--- src/rtl/lu_pkg.sv ---
package lu_pkg;

  typedef enum logic [2:0] {
    LU_AND  = 3'b000,
    LU_ANDN = 3'b001,
    LU_OR   = 3'b010,
    LU_ORN  = 3'b011,
    LU_XOR  = 3'b100,
    LU_NOT  = 3'b101,
    LU_ROR  = 3'b110,
    LU_ROL  = 3'b111
  } lu_op_e;

  function automatic logic op_is_rotate(input lu_op_e op);
    return (op == LU_ROR) || (op == LU_ROL);
  endfunction

endpackage

--- src/rtl/lu_bitwise.sv ---
module lu_bitwise
  import lu_pkg::*;
#(
  parameter int WORD_W = 32
) (
  input  lu_op_e            op,
  input  logic [WORD_W-1:0] dst,
  input  logic [WORD_W-1:0] src,
  output logic [WORD_W-1:0] y
);

  function automatic logic [WORD_W-1:0] bitwise_fn(
    input lu_op_e            f_op,
    input logic [WORD_W-1:0] f_dst,
    input logic [WORD_W-1:0] f_src
  );
    logic [WORD_W-1:0] inv_src;
    inv_src = ~f_src;
    case (f_op)
      LU_AND:  return f_dst & f_src;
      LU_ANDN: return f_dst & inv_src;
      LU_OR:   return f_dst | f_src;
      LU_ORN:  return f_dst | inv_src;
      LU_XOR:  return f_dst ^ f_src;
      LU_NOT:  return inv_src;
      default: return '0;
    endcase
  endfunction

  assign y = bitwise_fn(op, dst, src);

endmodule

--- src/rtl/lu_rotate.sv ---
module lu_rotate #(
  parameter int WORD_W = 32
) (
  input  logic              go_left,
  input  logic [WORD_W-1:0] src,
  input  logic              cin,
  output logic [WORD_W-1:0] y,
  output logic              cout
);

  function automatic logic [WORD_W:0] rot_left_fn(
    input logic [WORD_W-1:0] v,
    input logic              c
  );
    return {v, c};
  endfunction

  function automatic logic [WORD_W:0] rot_right_fn(
    input logic [WORD_W-1:0] v,
    input logic              c
  );
    return {v[0], c, v[WORD_W-1:1]};
  endfunction

  logic [WORD_W:0] left_r;
  logic [WORD_W:0] right_r;

  assign left_r  = rot_left_fn(src, cin);
  assign right_r = rot_right_fn(src, cin);

  assign cout = go_left ? left_r[WORD_W]     : right_r[WORD_W];
  assign y    = go_left ? left_r[WORD_W-1:0] : right_r[WORD_W-1:0];

endmodule

--- src/rtl/lu_flags.sv ---
module lu_flags #(
  parameter int WORD_W = 32
) (
  input  logic [WORD_W-1:0] y,
  output logic              zero,
  output logic              neg
);

  assign zero = (y == '0);
  assign neg  = y[WORD_W-1];

endmodule

--- src/rtl/lu_core.sv ---
module lu_core
  import lu_pkg::*;
#(
  parameter int WORD_W  = 32,
  parameter int UPPER_W = 64
) (
  input  logic                        clk,
  input  logic                        rst_n,
  input  logic                        op_valid,
  input  logic [2:0]                  op_code,
  input  logic [WORD_W+UPPER_W-1:0]   dst_word,
  input  logic [WORD_W-1:0]           src_word,
  input  logic                        carry_in,
  output logic                        res_valid,
  output logic [WORD_W+UPPER_W-1:0]   res_word,
  output logic                        carry_out,
  output logic                        zero_flag,
  output logic                        neg_flag
);

  localparam int FULL_W = WORD_W + UPPER_W;

  lu_op_e            op;
  logic [WORD_W-1:0] dst_low;
  logic [WORD_W-1:0] logic_y;
  logic [WORD_W-1:0] rot_y;
  logic              rot_c;
  logic              is_rotate;
  logic              is_left;
  logic [WORD_W-1:0] next_low;
  logic              next_c;
  logic              next_zero;
  logic              next_neg;

  assign op        = lu_op_e'(op_code);
  assign dst_low   = dst_word[WORD_W-1:0];
  assign is_rotate = op_is_rotate(op);
  assign is_left   = (op == LU_ROL);

  lu_bitwise #(.WORD_W(WORD_W)) u_bitwise (
    .op  (op),
    .dst (dst_low),
    .src (src_word),
    .y   (logic_y)
  );

  lu_rotate #(.WORD_W(WORD_W)) u_rotate (
    .go_left (is_left),
    .src     (src_word),
    .cin     (carry_in),
    .y       (rot_y),
    .cout    (rot_c)
  );

  assign next_low = is_rotate ? rot_y : logic_y;
  assign next_c   = is_rotate & rot_c;

  lu_flags #(.WORD_W(WORD_W)) u_flags (
    .y    (next_low),
    .zero (next_zero),
    .neg  (next_neg)
  );

  logic [WORD_W-1:0]  low_q;
  logic [UPPER_W-1:0] upper_q;

  always_ff @(posedge clk or negedge rst_n) begin
    if (!rst_n) begin
      res_valid <= 1'b0;
      low_q     <= '0;
      upper_q   <= '0;
      carry_out <= 1'b0;
      zero_flag <= 1'b0;
      neg_flag  <= 1'b0;
    end else begin
      res_valid <= op_valid;
      if (op_valid) begin
        low_q     <= next_low;
        upper_q   <= dst_word[FULL_W-1:WORD_W];
        carry_out <= next_c;
        zero_flag <= next_zero;
        neg_flag  <= next_neg;
      end
    end
  end

  assign res_word = {upper_q, low_q};

  // valid latency
  p_valid_follow_r9: assert property (@(posedge clk) disable iff (!rst_n)
    op_valid |=> res_valid) else $error("p_valid_follow_r9");
  p_valid_idle_r9: assert property (@(posedge clk) disable iff (!rst_n)
    !op_valid |=> !res_valid) else $error("p_valid_idle_r9");
  // hold while idle
  p_hold_r9: assert property (@(posedge clk) disable iff (!rst_n)
    !op_valid |=> ($stable(res_word) && $stable(carry_out) && $stable(zero_flag)
                   && $stable(neg_flag))) else $error("p_hold_r9");
  // upper pass-through
  p_upper_pass_r7: assert property (@(posedge clk) disable iff (!rst_n)
    op_valid |=> res_word[FULL_W-1:WORD_W] == $past(dst_word[FULL_W-1:WORD_W]))
    else $error("p_upper_pass_r7");
  // carry cleared by logical ops
  p_carry_clear_r6: assert property (@(posedge clk) disable iff (!rst_n)
    (op_valid && !is_rotate) |=> !carry_out) else $error("p_carry_clear_r6");
  // rotate-left carry
  p_rol_carry_r4: assert property (@(posedge clk) disable iff (!rst_n)
    (op_valid && op == LU_ROL) |=> carry_out == $past(src_word[WORD_W-1]))
    else $error("p_rol_carry_r4");
  // rotate-right carry
  p_ror_carry_r5: assert property (@(posedge clk) disable iff (!rst_n)
    (op_valid && op == LU_ROR) |=> carry_out == $past(src_word[0]))
    else $error("p_ror_carry_r5");
  // flags agree with stored word
  p_flags_r8: assert property (@(posedge clk) disable iff (!rst_n)
    res_valid |-> (zero_flag == (low_q == '0)) && (neg_flag == low_q[WORD_W-1]))
    else $error("p_flags_r8");

endmodule

--- config.mk ---
export PLATFORM = sky130hd
export DESIGN_NAME = lu_core
export DESIGN_NICKNAME = d
export VERILOG_FILES = /design/src/rtl/lu_pkg.sv /design/src/rtl/lu_bitwise.sv /design/src/rtl/lu_rotate.sv /design/src/rtl/lu_flags.sv /design/src/rtl/lu_core.sv
export SDC_FILE = /design/constraint.sdc
export NUM_CORES = 1
export LEC_CHECK = 0
export BUFFER_PORTS_ARGS = -buffer_cell sky130_fd_sc_hd__clkbuf_2
export CORE_ASPECT_RATIO = 1.2
export CORE_UTILIZATION = 45
export DETAILED_ROUTE_END_ITERATION = 8
export GPL_TIMING_DRIVEN = 1
export HOLD_SLACK_MARGIN = 0.02
export PLACE_DENSITY = 0.75
export SLEW_MARGIN = 15
export SYNTH_ARGS = -nofsm -noshare
export SYNTH_HDL_FRONTEND = slang
export SYNTH_SLANG_ARGS = --single-unit
--- constraint.sdc ---
create_clock -name clk -period 0.9 [get_ports clk]
set_clock_uncertainty 0.05 [all_clocks]
set_input_delay 0.09 -clock clk [delete_from_list [all_inputs] [get_ports clk]]
set_output_delay 0.09 -clock clk [all_outputs]
set_load 0.1 [all_outputs]
==> impl_table.tex, run 1 <==
\begin{tabular}{lr}
\hline
Metric & Value \\
\hline
\multicolumn{2}{l}{\textbf{Clock network}} \\
\quad Clock buffer count from CTS & 9 \\
\quad TritonCTS sink count & 99 \\
\quad Gates resized, CTS repair & 184 \\
\quad Clock tree root driver cell & clkbuf\_16 \\
\quad Post-CTS setup buffer count & 38 \\
\quad Clock Tree Buf Depth & 2 \\
\quad H-tree Lvls & 3 \\
\quad Hold\_buf cts & 64 \\
\multicolumn{2}{l}{\textbf{Synthesis}} \\
\quad Ys async rst share & 100\% \\
\quad Distinct cell type count after synthesis & 61 \\
\quad Cell types occupying the most area after synthesis & dfrtp\_1 (43\%), mux2\_2 (17\%), mux2i\_1 (4.4\%), o21ai\_0 (4.1\%), a21oi\_1 (3.2\%) \\
\quad Top cell type by total area after synthesis & dfrtp\_1 \\
\quad Post-synthesis sequential area ratio & 43.1\% \\
\quad Number of synthesized flops with an enable pin & 0 \\
\quad Post-Syn Area & 5740 µm² \\
\quad Avg Inst Size Synth & 10.4 µm² \\
\quad Most numerous cell in the Yosys netlist & dfrtp\_1 \\
\quad Fraction of post-synthesis cell area in the top cell type by area & 43.1\% \\
\quad Number of standard cells after synthesis & 551 \\
\quad Number of storage elements in the synthesis netlist & 99 \\
\quad Yosys synthesis warning count & 0 \\
\quad Most numerous cell types in the synthesized netlist & dfrtp\_1 (99), mux2\_2 (85), o21ai\_0 (47) \\
\quad Net count of the mapped netlist & 686 \\
\quad Most instantiated flip-flop cell in the synthesis netlist & dfrtp\_1 \\
\multicolumn{2}{l}{\textbf{Die}} \\
\quad Die Wd & 105 µm \\
\quad Std cell rows & 44 \\
\quad Initial standard-cell utilization of the core & 46.8\% \\
\quad DIE HEIGHT & 126 µm \\
\quad Top-level I/O count & 235 \\
\multicolumn{2}{l}{\textbf{Placement}} \\
\quad Instance area at placement & 9970 µm² \\
\quad Port Buf Inserts & 234 \\
\quad HPWL after DPL & 19200 µm \\
\quad Weighted congestion at the end of routability-driven global placement & 0.913 \\
\multicolumn{2}{l}{\textbf{Run status}} \\
\quad Stop Error & [ERROR DPL-0033] detailed placement checks failed during check placement. \\
\quad Run status & stopped before the end \\
\quad Step where the flow halted & clock tree synthesis (4\_1\_cts) \\
\hline
\end{tabular}
per-stage QoR:
stage               util [%]  hold WS [ns]  cells  worst slack, ns
floorplan                  -        -0.256    551           -0.784
global placement        81.2       -0.0738   1039            -1.25
detailed placement      81.2       -0.0759   1039            -1.25
logic make-up after synthesis:
kind of cell	share of synthesized area, %
flops	43.1
simple gates	8.21
xor+xnor	2.14
fa+ha+maj	1.98
buf+inv	6.23
mux	21.0
compound gates	17.3
==> inputs of run 2 (changes only) <==
--- a/config.mk
+++ b/config.mk
@@ -6,12 +6,10 @@
 export NUM_CORES = 1
 export LEC_CHECK = 0
 export BUFFER_PORTS_ARGS = -buffer_cell sky130_fd_sc_hd__clkbuf_2
-export CORE_ASPECT_RATIO = 1.2
-export CORE_UTILIZATION = 45
+export CORE_UTILIZATION = 30
 export DETAILED_ROUTE_END_ITERATION = 8
 export GPL_TIMING_DRIVEN = 1
-export HOLD_SLACK_MARGIN = 0.02
-export PLACE_DENSITY = 0.75
+export PLACE_DENSITY_LB_ADDON = 0.15
 export SLEW_MARGIN = 15
 export SYNTH_ARGS = -nofsm -noshare
 export SYNTH_HDL_FRONTEND = slang
==> run 2 against run 1 <==
  * The flow now finishes, with violations (negative setup slack)
  * Synthesized cell count unchanged
  * Synthesized area unchanged
==> impl_table.tex, run 2 <==
\begin{tabular}{lr}
\hline
Metric & Value \\
\hline
\multicolumn{2}{l}{\textbf{Clock network}} \\
\quad Clock tree root driver cell & clkbuf\_16 \\
\quad TritonCTS sink count & 99 \\
\quad TritonCTS clock tree & yes \\
\quad Clock edge transition at the registers on the reported setup and hold paths & 0.09 ns \\
\quad Clock buffer count from CTS & 9 \\
\quad Clock insertion delay at the later pin of the skew report & 0.35 ns \\
\quad Clock Tree Buf Depth & 2 \\
\quad H-tree Lvls & 3 \\
\multicolumn{2}{l}{\textbf{Die}} \\
\quad Std cell rows & 50 \\
\quad Top-level I/O count & 235 \\
\quad Initial standard-cell utilization of the core & 30.7\% \\
\quad DIE HEIGHT & 140 µm \\
\quad Area enclosed by the die boundary & 19700 µm² \\
\quad Die Wd & 140 µm \\
\quad Core area & 18700 µm² \\
\multicolumn{2}{l}{\textbf{Timing}} \\
\quad Crit path time final & 1.65 ns \\
\quad Count of endpoints failing hold in the final timing report & 0 \\
\quad Number of endpoints failing setup at the final stage & 196 \\
\quad Max Slew Vio Count & 0 \\
\quad Slew Limit Headroom & 66.9\% \\
\quad Worst path setup slack after routing & -0.747 ns \\
\quad Share of the clock period used by the worst path after layout & 183\% \\
\quad Transition time at the pin with the least slew margin & 0.496 ns \\
\quad RSZ-0062 raised after global routing & true \\
\quad TNS Setup & -33.89 ns \\
\quad FMAX & 0.607 GHz \\
\multicolumn{2}{l}{\textbf{Finish}} \\
\quad Most frequent cells in the layout & buf\_4 (137), clkbuf\_2 (129), buf\_12 (112) \\
\quad Final-stage net count & 1158 \\
\quad Syn-to-layout area delta & 120\% \\
\quad Number of flip-flops under the largest register name & 64 \\
\quad Largest reg by FF count & upper\_q \\
\quad Share of cells above drive strength 1 & 74.8\% \\
\quad Area of all sequential standard cells & 2770 µm² \\
\quad Count of antenna diodes in the layout & 0 \\
\quad Number of fill cells & 1332 \\
\quad Multi-input gate area & 3720 µm² \\
\quad Final design instance area without fill & 12600 µm² \\
\quad Commonest non-fill, non-tap cell in the layout & buf\_4 \\
\quad Fin cells & 1262 \\
\quad Registers with the highest flip-flop counts & upper\_q: 64 flops, low\_q: 31 flops \\
\quad Util after Layout & 67.6\% \\
\multicolumn{2}{l}{\textbf{GRT}} \\
\quad Most Used Layer, Global Route & met2 \\
\quad Overflow after GRT & 0 \\
\quad Total global routing track utilization & 23.8\% \\
\quad First-pass GRT wire length & 36300 µm \\
\quad Met1 track utilization from global routing & 27.1\% \\
\quad Fraction of met2 tracks used by global routing & 42.8\% \\
\quad Number of antenna violations at the first check in global routing & 0 \\
\quad Number of global-route vias before repair & 6825 \\
\quad Pin count of the biggest net entering global routing & 48 \\
\quad M3 GR Usage & 7.18\% \\
\multicolumn{2}{l}{\textbf{Setup path}} \\
\quad Endpoint of the worst register-to-register path & upper\_q[30] \\
\quad Arrival time worst endpoint & 1.85 ns \\
\quad Path depth of the worst reg2reg path & 2 \\
\quad Startpoint types & primary input \\
\quad Class of the most critical setup path & primary input to register \\
\quad Kind of end point of the critical path & register \\
\quad R2r setup slk & -0.13 ns \\
\quad Required @ worst endpoint & 1.10 ns \\
\quad Logic depth of the worst setup path including buffers & 9 \\
\quad Slowest cell on the critical path & maj3\_1 \\
\quad Largest fanout on the critical path & 5 \\
\quad Cell class contributing the biggest share of worst-path delay & simple AND/OR/NAND/NOR gates \\
\quad Critical Path End & zero\_flag \\
\quad Startpoint of the lowest-slack register-to-register path & upper\_q[30] \\
\quad Largest stage delay on the critical path & 0.39 ns \\
\quad Number of buffer and inverter stages on the critical path & 3 \\
\quad Ordered list of cells on the worst path & clkbuf\_16 -> buf\_12 -> buf\_8 -> maj3\_1 -> nor3\_4 -> a211oi\_4 -> nor4\_2 -> a21boi\_0 -> o32ai\_1 \\
\quad Critical path launch point & op\_code[2] \\
\multicolumn{2}{l}{\textbf{Synthesis}} \\
\quad Post-synthesis sequential area ratio & 43.1\% \\
\quad Fraction of post-synthesis cell area in the top cell type by area & 43.1\% \\
\quad Top cell type by total area after synthesis & dfrtp\_1 \\
\quad Number of storage elements in the synthesis netlist & 99 \\
\quad Avg Inst Size Synth & 10.4 µm² \\
\quad Number of synthesized flops with an enable pin & 0 \\
\quad Number of standard cells after synthesis & 551 \\
\quad Net count of the mapped netlist & 686 \\
\quad Ys async rst share & 100\% \\
\quad Most instantiated flip-flop cell in the synthesis netlist & dfrtp\_1 \\
\quad Cell types occupying the most area after synthesis & dfrtp\_1 (43\%), mux2\_2 (17\%), mux2i\_1 (4.4\%), o21ai\_0 (4.1\%), a21oi\_1 (3.2\%) \\
\quad Most numerous cell types in the synthesized netlist & dfrtp\_1 (99), mux2\_2 (85), o21ai\_0 (47) \\
\quad Post-Syn Area & 5740 µm² \\
\quad Most numerous cell in the Yosys netlist & dfrtp\_1 \\
\quad Distinct cell type count after synthesis & 61 \\
\quad Yosys synthesis warning count & 0 \\
\multicolumn{2}{l}{\textbf{Routing}} \\
\quad Routed wire length per instance & 18.9 µm \\
\quad Wire length reported by the detailed router & 23900 µm \\
\quad DR vias/cell & 5.06 \\
\quad Total number of vias & 6389 \\
\quad Initial DRC Count & 292 \\
\quad Final ANT Viol Nets & 0 \\
\quad Number of iterations in the first detailed-routing pass & 5 \\
\quad DRC & 0 \\
\multicolumn{2}{l}{\textbf{Run status}} \\
\quad Run status & complete, but fails checks \\
\quad Violated checks & negative setup slack \\
\multicolumn{2}{l}{\textbf{Power}} \\
\quad Pwr Total & 0.0205 W \\
\quad Lkg Pwr & 5.56 nW \\
\quad PwrDens & 1620 nW/µm² \\
\quad Peak ir drop on the vdd network & 1070 µV \\
\multicolumn{2}{l}{\textbf{Hold path}} \\
\quad Worst Hold Class & primary input to register \\
\multicolumn{2}{l}{\textbf{Placement}} \\
\quad Post-Place Cells & 1124 \\
\quad Instance area at placement & 10100 µm² \\
\quad Weighted congestion at the end of routability-driven global placement & 0.908 \\
\quad Port Buf Inserts & 234 \\
\quad HPWL after DPL & 16700 µm \\
\multicolumn{2}{l}{\textbf{Run}} \\
\quad Count of maximum capacitance violations & 0 \\
\hline
\end{tabular}
run 2: how the worst min path moves through the flow:
| stage | from | cells past startpoint | slack, ns | to |
|---|---|---|---|---|
| final | op_valid | 2 | 0.05 | upper_q[32] |
| after CTS | op_valid | 2 | 0.04 | upper_q[32] |
| after global routing | op_valid | 2 | 0.04 | upper_q[32] |
| after detailed placement | rst_n | 1 | -0.12 | low_q[6] |
| after global placement | rst_n | 1 | -0.11 | low_q[0] |
| after floorplan | rst_n | 0 | -0.26 | low_q[0] |
run 2: timing repair:
action | CTS | global route
cloned | 7 | 3
endpoints found under the hold margin | 163 | 0
hold buffers | 65 | 0
pin swaps | 43 | 38
buffers inserted | 37 | 24
gates resized for setup | 154 | 82
setup endpoints to repair | 198 | 197
run 2: kinds of logic after synthesis:
| logic type | synth area share (%) |
|---|---|
| AO/OA/AOI/OAI | 17.3 |
| multiplexers | 21.0 |
| flip-flops | 43.1 |
| AND/OR/NAND/NOR | 8.21 |
| buffers and inverters | 6.23 |
| XOR/XNOR | 2.14 |
| adder cells (fa/ha/maj) | 1.98 |
run 2: worst reg2reg max path: cells and delay by family (launching register included):
family,cells,cell delay (ns)
mux,1,0.25
buf+inv,1,0.12
flops,1,0.50
run 2: report_power, final:
group,switching (W),internal [W]
Sequential,0.000591,0.00521
Clock,0.00200,0.00202
Combinational,0.00618,0.00453
run 2: cell type report:
class | instances | area share, %
Clock buffer | 9 | 1.78
Clock inverter | 7 | 0.702
Inverter | 23 | 0.712
Multi-Input combinational cell | 385 | 29.4
Sequential cell | 99 | 21.9
Tap cell | 234 | 2.32
Timing Repair Buffer | 505 | 43.2
run 2: per-stage QoR:
stage               hold slack (ns)  worst slack (ns)
CTS                          0.0445            -0.710
global route                 0.0430            -0.808
finish                       0.0494            -0.747
floorplan                    -0.256            -0.784
detailed placement           -0.116             -1.30
global placement             -0.115             -1.31
run 2: metal layers:
layer	wire [µm]	vias up	part of all wire [%]
met5	0	-	0
met4	532	0	2.2
met3	1590	40	6.6
met2	12500	242	52
met1	9290	3137	39
li1	-	2970	-
Note: power is estimated with default switching activity, not from simulation.
==> inputs of run 3 (changes only) <==
--- a/config.mk
+++ b/config.mk
@@ -6,6 +6,7 @@
 export NUM_CORES = 1
 export LEC_CHECK = 0
 export BUFFER_PORTS_ARGS = -buffer_cell sky130_fd_sc_hd__clkbuf_2
+export CORE_MARGIN = 4
 export CORE_UTILIZATION = 30
 export DETAILED_ROUTE_END_ITERATION = 8
 export GPL_TIMING_DRIVEN = 1
==> run 3 against run 2 <==
  * The flow still finishes with violations (negative setup slack)
  * Clock-buffer cell count increased by 1
  * Critical path depth increased by 1
  * Largest cell class unchanged
  * Critical path type unchanged
  * Critical endpoint unchanged
  * Non-clock buffer count decreased by 45
==> impl_table.tex, run 3 (synthesis gave the netlist of run 2 again) <==
\begin{tabular}{lr}
\hline
Metric & Value \\
\hline
\multicolumn{2}{l}{\textbf{Finish}} \\
\quad Final design instance area without fill & 12000 µm² \\
\quad Most frequent cells in the layout & clkbuf\_2 (129), buf\_4 (124), buf\_12 (115) \\
\quad Largest reg by FF count & upper\_q \\
\quad Fin cells & 1217 \\
\quad Number of flip-flops under the largest register name & 64 \\
\quad Number of fill cells & 1465 \\
\quad Syn-to-layout area delta & 109\% \\
\quad Registers with the highest flip-flop counts & upper\_q: 64 flops, low\_q: 31 flops \\
\quad Final-stage net count & 1113 \\
\quad Multi-input gate area & 3580 µm² \\
\quad Commonest non-fill, non-tap cell in the layout & clkbuf\_2 \\
\quad Share of cells above drive strength 1 & 72.4\% \\
\quad Area of all sequential standard cells & 2770 µm² \\
\quad Count of antenna diodes in the layout & 0 \\
\multicolumn{2}{l}{\textbf{Power}} \\
\quad Comb pwr share & 50.8\% \\
\quad P\_sw & 0.00841 W \\
\quad Lkg Pwr & 5.23 nW \\
\quad Switching share of power & 41.3\% \\
\quad PwrDens & 1700 nW/µm² \\
\quad Pwr Total & 0.0204 W \\
\quad Proportion of power drawn by the clock network & 20.6\% \\
\quad Peak ir drop on the vdd network & 1130 µV \\
\quad Pint & 0.0120 W \\
\quad Share of power burned in registers & 28.6\% \\
\multicolumn{2}{l}{\textbf{Timing}} \\
\quad RSZ-0062 raised after global routing & true \\
\quad Number of endpoints failing setup at the final stage & 197 \\
\quad Share of the clock period used by the worst path after layout & 185\% \\
\quad Hold Worst Slack & 0.0874 ns \\
\quad Worst path setup slack after routing & -0.766 ns \\
\quad Max Slew Vio Count & 0 \\
\quad FMAX & 0.600 GHz \\
\quad Transition time at the pin with the least slew margin & 0.359 ns \\
\quad Crit path time final & 1.67 ns \\
\quad Slew Limit Headroom & 75.4\% \\
\quad Count of endpoints failing hold in the final timing report & 0 \\
\multicolumn{2}{l}{\textbf{Clock network}} \\
\quad TritonCTS sink count & 99 \\
\quad Clock insertion delay at the later pin of the skew report & 0.34 ns \\
\quad H-tree Lvls & 3 \\
\quad TritonCTS clock tree & yes \\
\quad Clock edge transition at the registers on the reported setup and hold paths & 0.07 ns \\
\quad Clock tree root driver cell & clkbuf\_16 \\
\quad Clock buffer count from CTS & 9 \\
\quad Clock Tree Buf Depth & 2 \\
\multicolumn{2}{l}{\textbf{Die}} \\
\quad Initial standard-cell utilization of the core & 30.6\% \\
\quad Std cell rows & 50 \\
\quad Top-level I/O count & 235 \\
\quad DIE HEIGHT & 146 µm \\
\quad Area enclosed by the die boundary & 21400 µm² \\
\quad Die Wd & 146 µm \\
\quad Core area & 18800 µm² \\
\multicolumn{2}{l}{\textbf{Routing}} \\
\quad Total number of vias & 6199 \\
\quad DRC & 0 \\
\quad Number of iterations in the first detailed-routing pass & 5 \\
\quad Routed wire length per instance & 19.5 µm \\
\quad Initial DRC Count & 379 \\
\quad DR vias/cell & 5.09 \\
\quad Final ANT Viol Nets & 0 \\
\quad Wire length reported by the detailed router & 23700 µm \\
\multicolumn{2}{l}{\textbf{Setup path}} \\
\quad Required @ worst endpoint & 1.10 ns \\
\quad Ordered list of cells on the worst path & clkbuf\_16 -> buf\_12 -> buf\_12 -> maj3\_2 -> nor3\_2 -> a211oi\_2 -> nor2b\_2 -> a2111oi\_2 -> nand4\_1 -> o32ai\_1 \\
\quad Startpoint types & primary input \\
\quad R2r setup slk & -0.19 ns \\
\quad Path depth of the worst reg2reg path & 3 \\
\quad Startpoint of the lowest-slack register-to-register path & low\_q[28] \\
\quad Arrival time worst endpoint & 1.87 ns \\
\quad Largest fanout on the critical path & 8 \\
\quad Slowest cell on the critical path & maj3\_2 \\
\quad Critical path launch point & op\_code[2] \\
\quad Endpoint of the worst register-to-register path & low\_q[28] \\
\quad Kind of end point of the critical path & register \\
\quad Largest stage delay on the critical path & 0.30 ns \\
\quad Class of the most critical setup path & primary input to register \\
\quad Most frequent cell on the critical path & buf\_12 \\
\multicolumn{2}{l}{\textbf{GRT}} \\
\quad Overflow after GRT & 0 \\
\quad Number of antenna violations at the first check in global routing & 0 \\
\quad Total global routing track utilization & 21.6\% \\
\quad First-pass GRT wire length & 37200 µm \\
\quad Number of global-route vias before repair & 6762 \\
\quad Pin count of the biggest net entering global routing & 40 \\
\multicolumn{2}{l}{\textbf{Placement}} \\
\quad HPWL after DPL & 17500 µm \\
\quad Weighted congestion at the end of routability-driven global placement & 0.899 \\
\quad Post-Place Cells & 1107 \\
\quad Instance area at placement & 10000 µm² \\
\quad Port Buf Inserts & 234 \\
\multicolumn{2}{l}{\textbf{Run status}} \\
\quad Violated checks & negative setup slack \\
\quad Run status & complete, but fails checks \\
\multicolumn{2}{l}{\textbf{Run}} \\
\quad Count of maximum capacitance violations & 0 \\
\multicolumn{2}{l}{\textbf{Hold path}} \\
\quad Worst Hold Class & primary input to async pin \\
\hline
\end{tabular}
-- run 3: final cells by class --
class                           instances  share of cell area [%]
Sequential cell                        99                    23.1
Inverter                               23                   0.814
Clock inverter                          6                   0.783
Timing Repair Buffer                  460                    41.1
Multi-Input combinational cell        385                    29.8
Clock buffer                           10                    1.91
Tap cell                              234                    2.44
-- run 3: layer usage --
layer | GRT usage (%) | vias to the layer above | wire length [µm]
met1 | 25.5 | 3056 | 9330
met3 | 6.61 | 39 | 1670
met2 | 37.6 | 228 | 12200
met4 | 7.10 | 0 | 580
li1 | - | 2876 | -
met5 | 0 | - | 0
-- run 3: timing repair --
item | 4_1_cts | 5_1_grt
cloned | 2 | 2
setup buffers | 20 | 13
hold buffers | 65 | 0
setup endpoints to repair | 198 | 198
gates resized for setup | 91 | 84
endpoints found under the hold margin | 163 | 0
pin swaps | 33 | 29
-- run 3: worst max path at each step --
stage	end	slack (ns)	depth (start not counted)
global route	zero_flag	-0.84	8
floorplan	zero_flag	-0.78	8
finish	zero_flag	-0.77	10
CTS	zero_flag	-0.77	10
global placement	zero_flag	-1.30	9
detailed placement	zero_flag	-1.36	9
-- run 3: worst max-delay path: cells and delay by family --
family / cells / cell delay [ns]
compound gates: 3 / 0.58
simple gates: 3 / 0.49
buf+inv: 3 / 0.40
fa+ha+maj: 1 / 0.30
-- run 3: through the flow --
stage	setup slack [ns]	util, %	setup TNS [ns]
2_1_floorplan	-0.784	-	-21.26
3_3_place_gp	-1.30	53.4	-33.98
3_5_place_dp	-1.36	53.4	-35.42
4_1_cts	-0.772	61.7	-36.73
5_1_grt	-0.842	63.9	-41.16
6_report	-0.766	63.9	-35.35
-- run 3: power groups by stage --
| stage | logic [W] | clock network [W] | registers (W) |
|---|---|---|---|
| 5_1_grt | 0.0107 | 0.00456 | 0.00589 |
| 2_1_floorplan | 0.00173 | 0 | 0.00949 |
| 3_5_place_dp | 0.00945 | 0 | 0.00591 |
| 6_report | 0.0103 | 0.00420 | 0.00581 |
| 4_1_cts | 0.0101 | 0.00436 | 0.00582 |
| 3_3_place_gp | 0.00939 | 0 | 0.00587 |
==> inputs of run 4 (changes only) <==
--- a/config.mk
+++ b/config.mk
@@ -10,7 +10,7 @@
 export CORE_UTILIZATION = 30
 export DETAILED_ROUTE_END_ITERATION = 8
 export GPL_TIMING_DRIVEN = 1
-export PLACE_DENSITY_LB_ADDON = 0.15
+export PLACE_DENSITY = 0.55
 export SLEW_MARGIN = 15
 export SYNTH_ARGS = -nofsm -noshare
 export SYNTH_HDL_FRONTEND = slang
==> run 4 against run 3 <==
  * The flow still finishes with violations (negative setup slack)
  * Register-to-register slack improved by 0.05 ns
  * First-iteration DRC count shrank 9.0%
  * Cell count up 3.5%
  * Utilization increased by 3.2 points
  * Sequential share of layout area decreased by 1.1 points
  * Die area unchanged
  * Combinational power is 6% higher
  * Flip-flop and latch count did not move
==> impl_table.tex, run 4 (synthesis gave the netlist of run 2 again) <==
\begin{tabular}{lr}
\hline
Metric & Value \\
\hline
\multicolumn{2}{l}{\textbf{Die}} \\
\quad Die Wd & 146 µm \\
\quad Core area & 18800 µm² \\
\quad Std cell rows & 50 \\
\quad Initial standard-cell utilization of the core & 30.6\% \\
\quad Area enclosed by the die boundary & 21400 µm² \\
\quad DIE HEIGHT & 146 µm \\
\quad Top-level I/O count & 235 \\
\multicolumn{2}{l}{\textbf{Timing}} \\
\quad Transition time at the pin with the least slew margin & 0.571 ns \\
\quad Share of the clock period used by the worst path after layout & 190\% \\
\quad TNS Setup & -36.15 ns \\
\quad Worst path setup slack after routing & -0.806 ns \\
\quad RSZ-0062 raised after global routing & true \\
\quad Count of endpoints failing hold in the final timing report & 0 \\
\quad Number of endpoints failing setup at the final stage & 198 \\
\quad FMAX & 0.586 GHz \\
\quad Max Slew Vio Count & 0 \\
\quad Crit path time final & 1.71 ns \\
\quad Slew Limit Headroom & 61.6\% \\
\multicolumn{2}{l}{\textbf{GRT}} \\
\quad Total global routing track utilization & 22.9\% \\
\quad Overflow after GRT & 0 \\
\quad First-pass GRT wire length & 38900 µm \\
\quad Number of antenna violations at the first check in global routing & 0 \\
\quad Pin count of the biggest net entering global routing & 41 \\
\quad Number of global-route vias before repair & 7103 \\
\multicolumn{2}{l}{\textbf{Setup path}} \\
\quad Startpoint types & primary input \\
\quad Kind of end point of the critical path & register \\
\quad Arrival time worst endpoint & 1.90 ns \\
\quad Largest fanout on the critical path & 7 \\
\quad Required @ worst endpoint & 1.09 ns \\
\quad Class of the most critical setup path & primary input to register \\
\quad R2r setup slk & -0.14 ns \\
\multicolumn{2}{l}{\textbf{Finish}} \\
\quad Largest reg by FF count & upper\_q \\
\quad Registers with the highest flip-flop counts & upper\_q: 64 flops, low\_q: 31 flops \\
\quad Most frequent cells in the layout & buf\_4 (140), clkbuf\_2 (129), buf\_12 (115) \\
\quad Share of cells above drive strength 1 & 74.6\% \\
\quad Final-stage net count & 1155 \\
\quad Fin cells & 1259 \\
\quad Commonest non-fill, non-tap cell in the layout & buf\_4 \\
\quad Syn-to-layout area delta & 119\% \\
\quad Count of antenna diodes in the layout & 0 \\
\quad Number of flip-flops under the largest register name & 64 \\
\multicolumn{2}{l}{\textbf{Routing}} \\
\quad Number of iterations in the first detailed-routing pass & 5 \\
\quad DR vias/cell & 5.17 \\
\quad Total number of vias & 6503 \\
\quad Final ANT Viol Nets & 0 \\
\quad Initial DRC Count & 345 \\
\quad Wire length reported by the detailed router & 25500 µm \\
\quad Routed wire length per instance & 20.3 µm \\
\quad DRC & 0 \\
\multicolumn{2}{l}{\textbf{Power}} \\
\quad Pint & 0.0119 W \\
\quad P\_sw & 0.00869 W \\
\quad Lkg Pwr & 5.56 nW \\
\quad Pwr Total & 0.0206 W \\
\quad Peak ir drop on the vdd network & 1360 µV \\
\quad Switching share of power & 42.2\% \\
\quad Proportion of power drawn by the clock network & 19.0\% \\
\quad PwrDens & 1640 nW/µm² \\
\quad Share of power burned in registers & 28.2\% \\
\quad Comb pwr share & 52.8\% \\
\multicolumn{2}{l}{\textbf{Clock network}} \\
\quad Clock insertion delay at the later pin of the skew report & 0.34 ns \\
\quad Clock tree root driver cell & clkbuf\_16 \\
\quad TritonCTS sink count & 99 \\
\quad TritonCTS clock tree & yes \\
\quad Clock Tree Buf Depth & 2 \\
\quad Clock buffer count from CTS & 9 \\
\quad H-tree Lvls & 3 \\
\quad Clock edge transition at the registers on the reported setup and hold paths & 0.07 ns \\
\multicolumn{2}{l}{\textbf{Placement}} \\
\quad Weighted congestion at the end of routability-driven global placement & 0.921 \\
\quad Post-Place Cells & 1127 \\
\quad HPWL after DPL & 18000 µm \\
\quad Port Buf Inserts & 234 \\
\multicolumn{2}{l}{\textbf{Run status}} \\
\quad Run status & complete, but fails checks \\
\quad Violated checks & negative setup slack \\
\multicolumn{2}{l}{\textbf{Hold path}} \\
\quad Worst Hold Class & primary input to register \\
\multicolumn{2}{l}{\textbf{Run}} \\
\quad Count of maximum capacitance violations & 0 \\
\hline
\end{tabular}
run 4: changes by cell type in the layout (fill, tap and decap cells not counted), sizes merged:
| cell | before | now |
|---|---|---|
| bufbuf | 0 | 1 |
| clkinv | 0 | 1 |
| clkbuf | 142 | 143 |
| buf | 263 | 303 |
| dlygate4sd3 | 65 | 66 |
| bufinv | 2 | 0 |
run 4: power groups by stage:
stage | combinational, W | sequential [W] | clock [W]
floorplan | 0.00173 | 0.00949 | 0
global placement | 0.00950 | 0.00586 | 0
global route | 0.0112 | 0.00588 | 0.00424
detailed placement | 0.00957 | 0.00590 | 0
CTS | 0.0105 | 0.00581 | 0.00402
finish | 0.0109 | 0.00581 | 0.00392
run 4: path summary, 6_finish.rpt:
| check | endpoint | from | cells after the start |
|---|---|---|---|
| min reg2reg | low_q[25] | low_q[25] | 2 |
| min in group asynchronous | upper_q[58] | rst_n | 2 |
| min | carry_out | src_word[0] | 3 |
| max | zero_flag | op_code[1] | 10 |
| max in group asynchronous | upper_q[4] | rst_n | 3 |
| max reg2reg | upper_q[26] | upper_q[26] | 2 |
run 4: layout make-up:
class	count	area (µm²)
Clock buffer	11	253
Sequential cell	99	2770
Fill cell	1360	6180
Inverter	23	93.8
Multi-Input combinational cell	385	3740
Clock inverter	5	51.3
Timing Repair Buffer	502	5390
Tap cell	234	293
run 4: through the flow:
stage	hold WS (ns)	worst slack [ns]	util (%)	instance area, µm²
after floorplan	-0.256	-0.784	-	6370
after global placement	-0.0932	-1.22	54.1	10200
after detailed placement	-0.0897	-1.28	54.1	10200
after CTS	0.0244	-0.744	64.4	12100
after global routing	0.0654	-0.834	67.1	12600
final	0.0479	-0.806	67.1	12600
run 4: critical path: stages:
cell and delay, ns:
clkbuf_16 0.13, buf_8 0.12, buf_12 0.13, buf_12 0.12, maj3_2 0.30, o31ai_2 0.20, a21oi_2 0.08, nor4_2 0.30
nand4_1 0.13, o32ai_1 0.28
run 4: layer usage:
layer / GRT usage, % / up-vias / routed length, µm / share of wire (%)
met5: 0 / - / 0 / 0
met4: 8.84 / 0 / 957 / 3.8
met3: 6.64 / 73 / 1760 / 6.9
met2: 41.2 / 264 / 13200 / 52
met1: 25.5 / 3204 / 9560 / 37
li1: - / 2962 / - / -
run 4: timing repair:
action                     CTS  global route
pin swaps                   38            48
hold endpoints to repair   164             0
setup endpoints to repair  198           198
buffers inserted            38            22
resized for setup          129            97
cloned                       6             0
hold buffers                66             0
